<file path="src/rtl/prio_slot_sched.sv">
module prio_slot_sched #(
  parameter int CNT_W    = 8,
  parameter int PRIO_W   = 3,
  parameter int DEF_GAP  = 29,
  parameter int DEF_SLOT = 21
) (
  input  logic              clk,
  input  logic              rst_n,
  input  logic [CNT_W-1:0]  gap_len,
  input  logic [CNT_W-1:0]  slot_len,
  input  logic              carrier,
  input  logic              eof,
  input  logic              collision,
  input  logic              tx_pending,
  input  logic [PRIO_W-1:0] tx_prio,
  output logic              grant,
  output logic              deferring
);
  localparam logic [PRIO_W-1:0] TOP = {PRIO_W{1'b1}};

  typedef enum logic [2:0] {S_GAP, S_SLOT, S_IDLE, S_TX, S_BUSY} st_t;

  st_t               st;
  logic [CNT_W-1:0]  cnt;
  logic [PRIO_W-1:0] slot, prio_q;
  logic              pend_q;

  wire [CNT_W-1:0] gap_eff  = (gap_len  == '0) ? CNT_W'(DEF_GAP)  : gap_len;
  wire [CNT_W-1:0] slot_eff = (slot_len == '0) ? CNT_W'(DEF_SLOT) : slot_len;
  wire             quiet    = !carrier && !collision;

  assign grant = quiet &&
                 ((st == S_SLOT && cnt == '0 && pend_q && slot == prio_q) ||
                  (st == S_IDLE && tx_pending));
  assign deferring = (st == S_BUSY);

  always_ff @(posedge clk) begin
    if (!rst_n) begin
      st     <= S_GAP;
      cnt    <= '0;
      slot   <= TOP;
      prio_q <= '0;
      pend_q <= 1'b0;
    end else begin
      case (st)
        S_GAP:
          if (!quiet) st <= S_BUSY;
          else if (cnt == gap_eff - 1'b1) begin
            st     <= S_SLOT;
            cnt    <= '0;
            slot   <= TOP;
            prio_q <= tx_prio;
            pend_q <= tx_pending;
          end else cnt <= cnt + 1'b1;
        S_SLOT:
          if (grant) st <= S_TX;
          else if (!quiet) st <= S_BUSY;
          else if (cnt == slot_eff - 1'b1) begin
            cnt <= '0;
            if (slot == '0) st <= S_IDLE;
            else slot <= slot - 1'b1;
          end else cnt <= cnt + 1'b1;
        S_IDLE:
          if (grant) st <= S_TX;
          else if (!quiet) st <= S_BUSY;
        S_TX:
          if (collision) st <= S_BUSY;
          else if (eof) begin
            st  <= S_GAP;
            cnt <= '0;
          end
        S_BUSY:
          if (eof) begin
            st  <= S_GAP;
            cnt <= '0;
          end
        default: st <= S_BUSY;
      endcase
    end
  end


  grant_pulse_chk: assert property (@(posedge clk) disable iff (!rst_n)
    grant |=> !grant);


  defer_quiet_chk: assert property (@(posedge clk) disable iff (!rst_n)
    deferring |-> !grant);


  coll_no_grant_chk: assert property (@(posedge clk) disable iff (!rst_n)
    collision |-> !grant);


  tx_coll_defer_chk: assert property (@(posedge clk) disable iff (!rst_n)
    (st == S_TX && collision) |=> deferring);


  gap_carrier_defer_chk: assert property (@(posedge clk) disable iff (!rst_n)
    (st == S_GAP && carrier) |=> deferring);


  always_ff @(posedge clk)
    if (!rst_n) reset_quiet_chk: assert (!grant && !deferring);
endmodule

</file>
<file path="config.mk">
export PLATFORM = sky130hd
export DESIGN_NAME = prio_slot_sched
export DESIGN_NICKNAME = d
export VERILOG_FILES = /design/src/rtl/prio_slot_sched.sv
export SDC_FILE = /design/constraint.sdc
export NUM_CORES = 1
export LEC_CHECK = 0
export CAP_MARGIN = 40
export CORE_MARGIN = 5
export CORE_UTILIZATION = 56
export CTS_BUF_LIST = sky130_fd_sc_hd__clkbuf_4
export DETAILED_ROUTE_END_ITERATION = 10
export GPL_TIMING_DRIVEN = 0
export PLACE_DENSITY = 0.85
export SLEW_MARGIN = 20
export SYNTH_ARGS = -nofsm -noshare
export SYNTH_HDL_FRONTEND = slang
export SYNTH_SLANG_ARGS = --single-unit
</file>
<file path="constraint.sdc">
create_clock -name clk -period 3.8 [get_ports clk]
set_input_delay 0.76 -clock clk [delete_from_list [all_inputs] [get_ports clk]]
set_output_delay 0.76 -clock clk [all_outputs]
set_load 0.05 [all_outputs]
</file>
## After elaboration in Yosys (flattened, before gate mapping)

Cells that the tools add are included.

- Add/subtract/negate cells: 4
- Equal/unequal tests: 18
- Mux-type cells: 28
- Reduce and logical (&&, ||, !) cells: 20

Operator list:

| kind | number |
|---|---|
| 8-bit two-way mux | 9 |
| 3-bit two-way mux | 16 |
| 8-bit one-hot mux with 4 select lines | 1 |
| 8-bit logical NOT | 3 |
| 8-bit equality test | 2 |
| 8-bit by 1-bit subtractor with 8-bit output (second input constant) | 2 |
| 3-bit one-hot mux with 5 select lines | 1 |
| 2-bit inequality test (second input constant) | 6 |
| 8-bit by 1-bit adder with 8-bit output (second input constant) | 1 |
| 4-bit by 3-bit inequality test with 1-bit output (second input constant) | 2 |
| 7-bit AND reduction | 1 |
| 3-bit by 2-bit equality test with 1-bit output (second input constant) | 2 |
| 1-bit logical AND | 6 |
| 3-bit logical NOT | 2 |
| 3-bit inequality test (second input constant) | 2 |
| 3-bit one-hot mux with 2 select lines | 1 |
| 5-bit AND reduction | 1 |
| 4-bit AND reduction | 1 |
| 4-bit nonzero test | 1 |
| 3-bit by 1-bit equality test with 1-bit output (second input constant) | 1 |
| 3-bit equality test | 1 |
| 3-bit equality test (second input constant) | 1 |
| 3-bit AND reduction | 1 |
| 3-bit by 1-bit subtractor with 3-bit output (second input constant) | 1 |
| 4 further kinds | 5 |

- Bits in registers: 18
- Word-level logic and storage cells: 75

## Logic depth before layout (Yosys ltp)

- Depth after elaboration: 8
- Gate-level depth with buffers: 12
- Gate-level depth less buffers: 11

## Worst setup path after synthesis

OpenSTA, ideal clock, no wires.

- Path type: reg-to-output
- Start point: register cnt[0]
- End point: output port grant
- Data arrival time: 2.710 ns
- Required time: 3.040 ns
- Path slack: 0.330 ns
- Stages on the path, launching flop included: 9
- Cell sequence: dfxtp_1 -> clkbuf_1 -> inv_1 -> ha_1 -> nor4b_1 -> nand4_1 -> or2_2 -> o21a_1 -> nor3_1

- Longest elaborated chain between the ends: 6

Ends and longest elaborated chain:

| what | RTL line | text |
|---|---|---|
| from (decl) | 24 | `logic [CNT_W-1:0] cnt;` |
| from (signal assigned) | 54 | `end else cnt <= cnt + 1'b1;` |
| from (signal assigned) | 62 | `end else cnt <= cnt + 1'b1;` |
| 8-bit logical NOT | 33 | `((st == S_SLOT && cnt == '0 && pend_q && slot == prio_q) \|\|` |
| 1-bit logical AND (3 in a row) | 33 |  |
| 1-bit logical OR | 33 |  |
| 1-bit logical AND | 32 | `assign grant = quiet &&` |
| to (decl) | 16 | `output logic grant,` |

Every way passes these cells.

## Worst setup path after layout

- Start point: input port gap_len[7]
- End point: register cnt[1]

- Longest elaborated chain between the ends: 7

Ends and longest elaborated chain:

| what | RTL line | text |
|---|---|---|
| from (decl) | 9 | `input logic [CNT_W-1:0] gap_len,` |
| 8-bit logical NOT | 28 | `wire [CNT_W-1:0] gap_eff = (gap_len == '0) ? CNT_W'(DEF_GAP) : gap_len;` |
| 8-bit two-way mux * | 28 |  |
| 8-bit by 1-bit subtractor with 8-bit output * | 48 | `else if (cnt == gap_eff - 1'b1) begin` |
| 8-bit equality test * | 48 |  |
| 8-bit two-way mux * | 48 |  |
| 8-bit two-way mux * | 47 | `if (!quiet) st <= S_BUSY;` |
| 8-bit one-hot mux with 4 select lines * | 45 | `case (st)` |

Mark *: on every way between the ends. The rest lies on a longest branch, timed or not. The select of a mux whose other input is x is not followed.
A chain may end at the register's enable or synchronous reset.

==> impl_metrics.toml <==
[synthesis]
synth_cell_types = 49
synth_cells = 232
synth_compound_gate_area_share = 0.1907
yosys-top-cells-count = "nor2_1 (22), xnor2_1 (22), dfxtp_1 (18), nor3_1 (16), a21oi_1 (14)"
syn-num-nets = 263
synth_ff_type = "dfxtp_1"
yosys.area.top_type = "dfxtp_1"
syn_area_mm2 = 0.001778
synth_xor_area_frac = 0.1330
synth_adder_area_share = 0.04222
synth-simple-area-share = 0.3406
avgSynthCellArea_um2 = 7.664
synth_top_cell_area_share = 0.2027
ys_ff_latch = 18
synth-async-reset-ratio = 0
synth_top_family_by_area = "simple AND/OR/NAND/NOR gates"
synth_edf_count = 0
ys_warn_count = 0
synth_mux_area_frac = 0.03378
ys_top_cells_by_area = "dfxtp_1 (20%), xnor2_1 (11%), nor2_1 (4.6%), nor3_1 (4.5%), ha_1 (4.2%)"
ys_seq_area_frac = 0.2027

[clock_tree]
cts_buffer_depth = 2
worstSkewPairLatency_ns = 0.29
cts_max_level = 1
clkSinkCount = 18
cts_hold_buf = 0
path_clk_slew_ns = 0.09
cts_buffers = 3
cts_tree = "done"
root_buffer = "clkbuf_4"

[global_route]
grt_usage = 0.2059
grt_overflow = 0
grt_pass1_vias = 1639
antenna_found_initial = 0
grt_max_degree = 11
grt_pass1_wl_um = 7279

[route]
highest_layer = "met4"
vias = 1837
viasPerCell = 5.907
met1_length_um = 2100
antenna_left = 0
drc = 0
wl_per_cell_um = 14.35
first_iter_violations = 122
wl_met2_um = 2139
routed_wl_um = 4463
dr_wl_met3_um = 199
dr.pass1.iters = 4

[cells_and_area]
ff_latch_area_um2 = 360.3
final_util = 0.7352
n_fill_cell = 247
multi_input_area_mm2 = 0.001403
diodes = 0
areaGrowthSynthToFinish_pct = 26.25
final_nets = 300
drive_above_1_share = 0.1311

[floorplanning]
core_area_mm2 = 0.003053
die_w_um = 66.35
die_area_mm2 = 0.004402
initial_utilization = 0.5824
core.rowCount = 20
die_h_um = 66.35
num_io_pins = 27

[critical_path]
cp-startpoint = "gap_len[7]"
crit_path_end_kind = "flip-flop"
crit_arrival_ns = 3.81
critPathMaxFanout = 5
path_class = "input port to flip-flop"
start_kind = "input port"
r2r-start = "cnt[0]$_SDFFE_PN0P_"
required_ns = 3.96

[power_and_ir_drop]
power_uw = 449.1
power.net_switching_uw = 146.1
p_leak_uw = 0.0008037
powerDensity_mw_per_mm2 = 200.1
peakVddDrop_v = 0.0002084
clock_power_share = 0.205
p_seq_frac = 0.435
p_int_uw = 303.0
pwr-share-comb = 0.359
power_switching_share = 0.3254

[timing]
period_share = 0.9619
tightest_slew_ns = 0.5658
setup_tns_ns = 0
rsz0062_at_grt = "no"
setup_viol = 0
worst_slack_ns = 0.1448
timing.hold.ws_ns = 0.5285
hold_viol_final = 0
skew_ns = 0.003256
final_max_slew_viol_count = 0
period_needed_ns = 3.655
slew_headroom = 0.6228
fmax_mhz = 273.6

[flow_run]
cap_violations = 0

[place]
dp_slack_ns = -0.5410
gp_congestion = 0.8933
dpl.hpwl_um = 3264
portBuffers = 25

[min_path]
hp-class = "flip-flop to flip-flop"
min_from = "pend_q$_SDFFE_PN0P_"

[status]
status = "completed"
## metal layers
layer  up-vias  track usage
met5         -            0
met4         0      0.03299
met3         4      0.03571
met2        59       0.3371
met1       851       0.2847
li1        923            -
## placed cells by master, fill, tap and decap left out, types with 5 or more instances in the layout
| master | Yosys | final |
|---|---|---|
| and3_1 | 6 | 6 |
| xnor2_1 | 22 | 22 |
| clkdlybuf4s50_1 | 0 | 21 |
| nand2_1 | 9 | 9 |
| nand2b_1 | 5 | 5 |
| inv_1 | 12 | 12 |
| xor2_1 | 5 | 5 |
| buf_4 | 0 | 6 |
| nor2_1 | 22 | 22 |
| clkbuf_1 | 8 | 8 |
| mux2i_1 | 6 | 6 |
| nand3b_1 | 6 | 6 |
| nor3_1 | 16 | 15 |
| nand3_1 | 9 | 8 |
| ha_1 | 6 | 5 |
| a21oi_1 | 14 | 14 |
| o21ai_0 | 9 | 9 |
| dfxtp_1 | 18 | 18 |
## power by group through the flow
stage / clock (µW) / combinational (µW) / sequential (µW)
2_1_floorplan: 0 / 92.0 / 199
3_3_place_gp: 0 / 144 / 199
3_5_place_dp: 0 / 144 / 200
4_1_cts: 93.1 / 149 / 195
5_1_grt: 103 / 175 / 196
6_report: 92.3 / 161 / 195
## area by class of cell
| cell class | instances | area share |
|---|---|---|
| clock buffers | 3 | 0.01003 |
| multi-input cells | 190 | 0.6249 |
| well taps | 44 | 0.02453 |
| flip-flops and latches | 18 | 0.1605 |
| repair buffers | 32 | 0.1349 |
| plain buffers | 12 | 0.02508 |
| inverters | 12 | 0.02007 |
## kinds of logic after synthesis
kind of cell	Yosys count
mux	6
flops	18
compound gates	46
simple gates	105
buf+inv	24
xor+xnor	27
fa+ha+maj	6
## state kept, by name (all words and copies together), names as in the netlist
signal,flops
st,3
pend_q,1
slot,3
cnt,8
prio_q,3
## what timing repair did
action	in CTS	in global routing
gates resized for setup	6	14
pin swaps	1	5
endpoints found under the setup margin	15	18
setup buffers	0	6
## metrics by stage
step	cells	cell area (µm²)
after floorplan	232	1778
after global placement	301	2083
after detailed placement	301	2083
after CTS	304	2141
after global routing	311	2245
final	311	2245
## worst max-delay path, cell delays in order
cell and delay (ns):
clkdlybuf4s50_1 0.53, nor4_4 0.40, a21oi_1 0.12, ha_1 0.31, xor2_1 0.12, o21ai_0 0.08
or4_1 0.58, nor3_4 0.25, nand2_1 0.16, a221oi_4 0.27, buf_4 0.18, a2111oi_1 0.06
## path summary, 6_finish.rpt
check                              to  depth (start not counted)  slack [ns]
setup / recovery  cnt[1]$_SDFFE_PN0P_                         12        0.14
hold / removal    pend_q$_SDFFE_PN0P_                          2        0.53
setup reg to reg  cnt[1]$_SDFFE_PN0P_                          9        1.20
hold reg to reg   pend_q$_SDFFE_PN0P_                          2        0.53
Note: power is estimated with default switching activity, not from simulation.
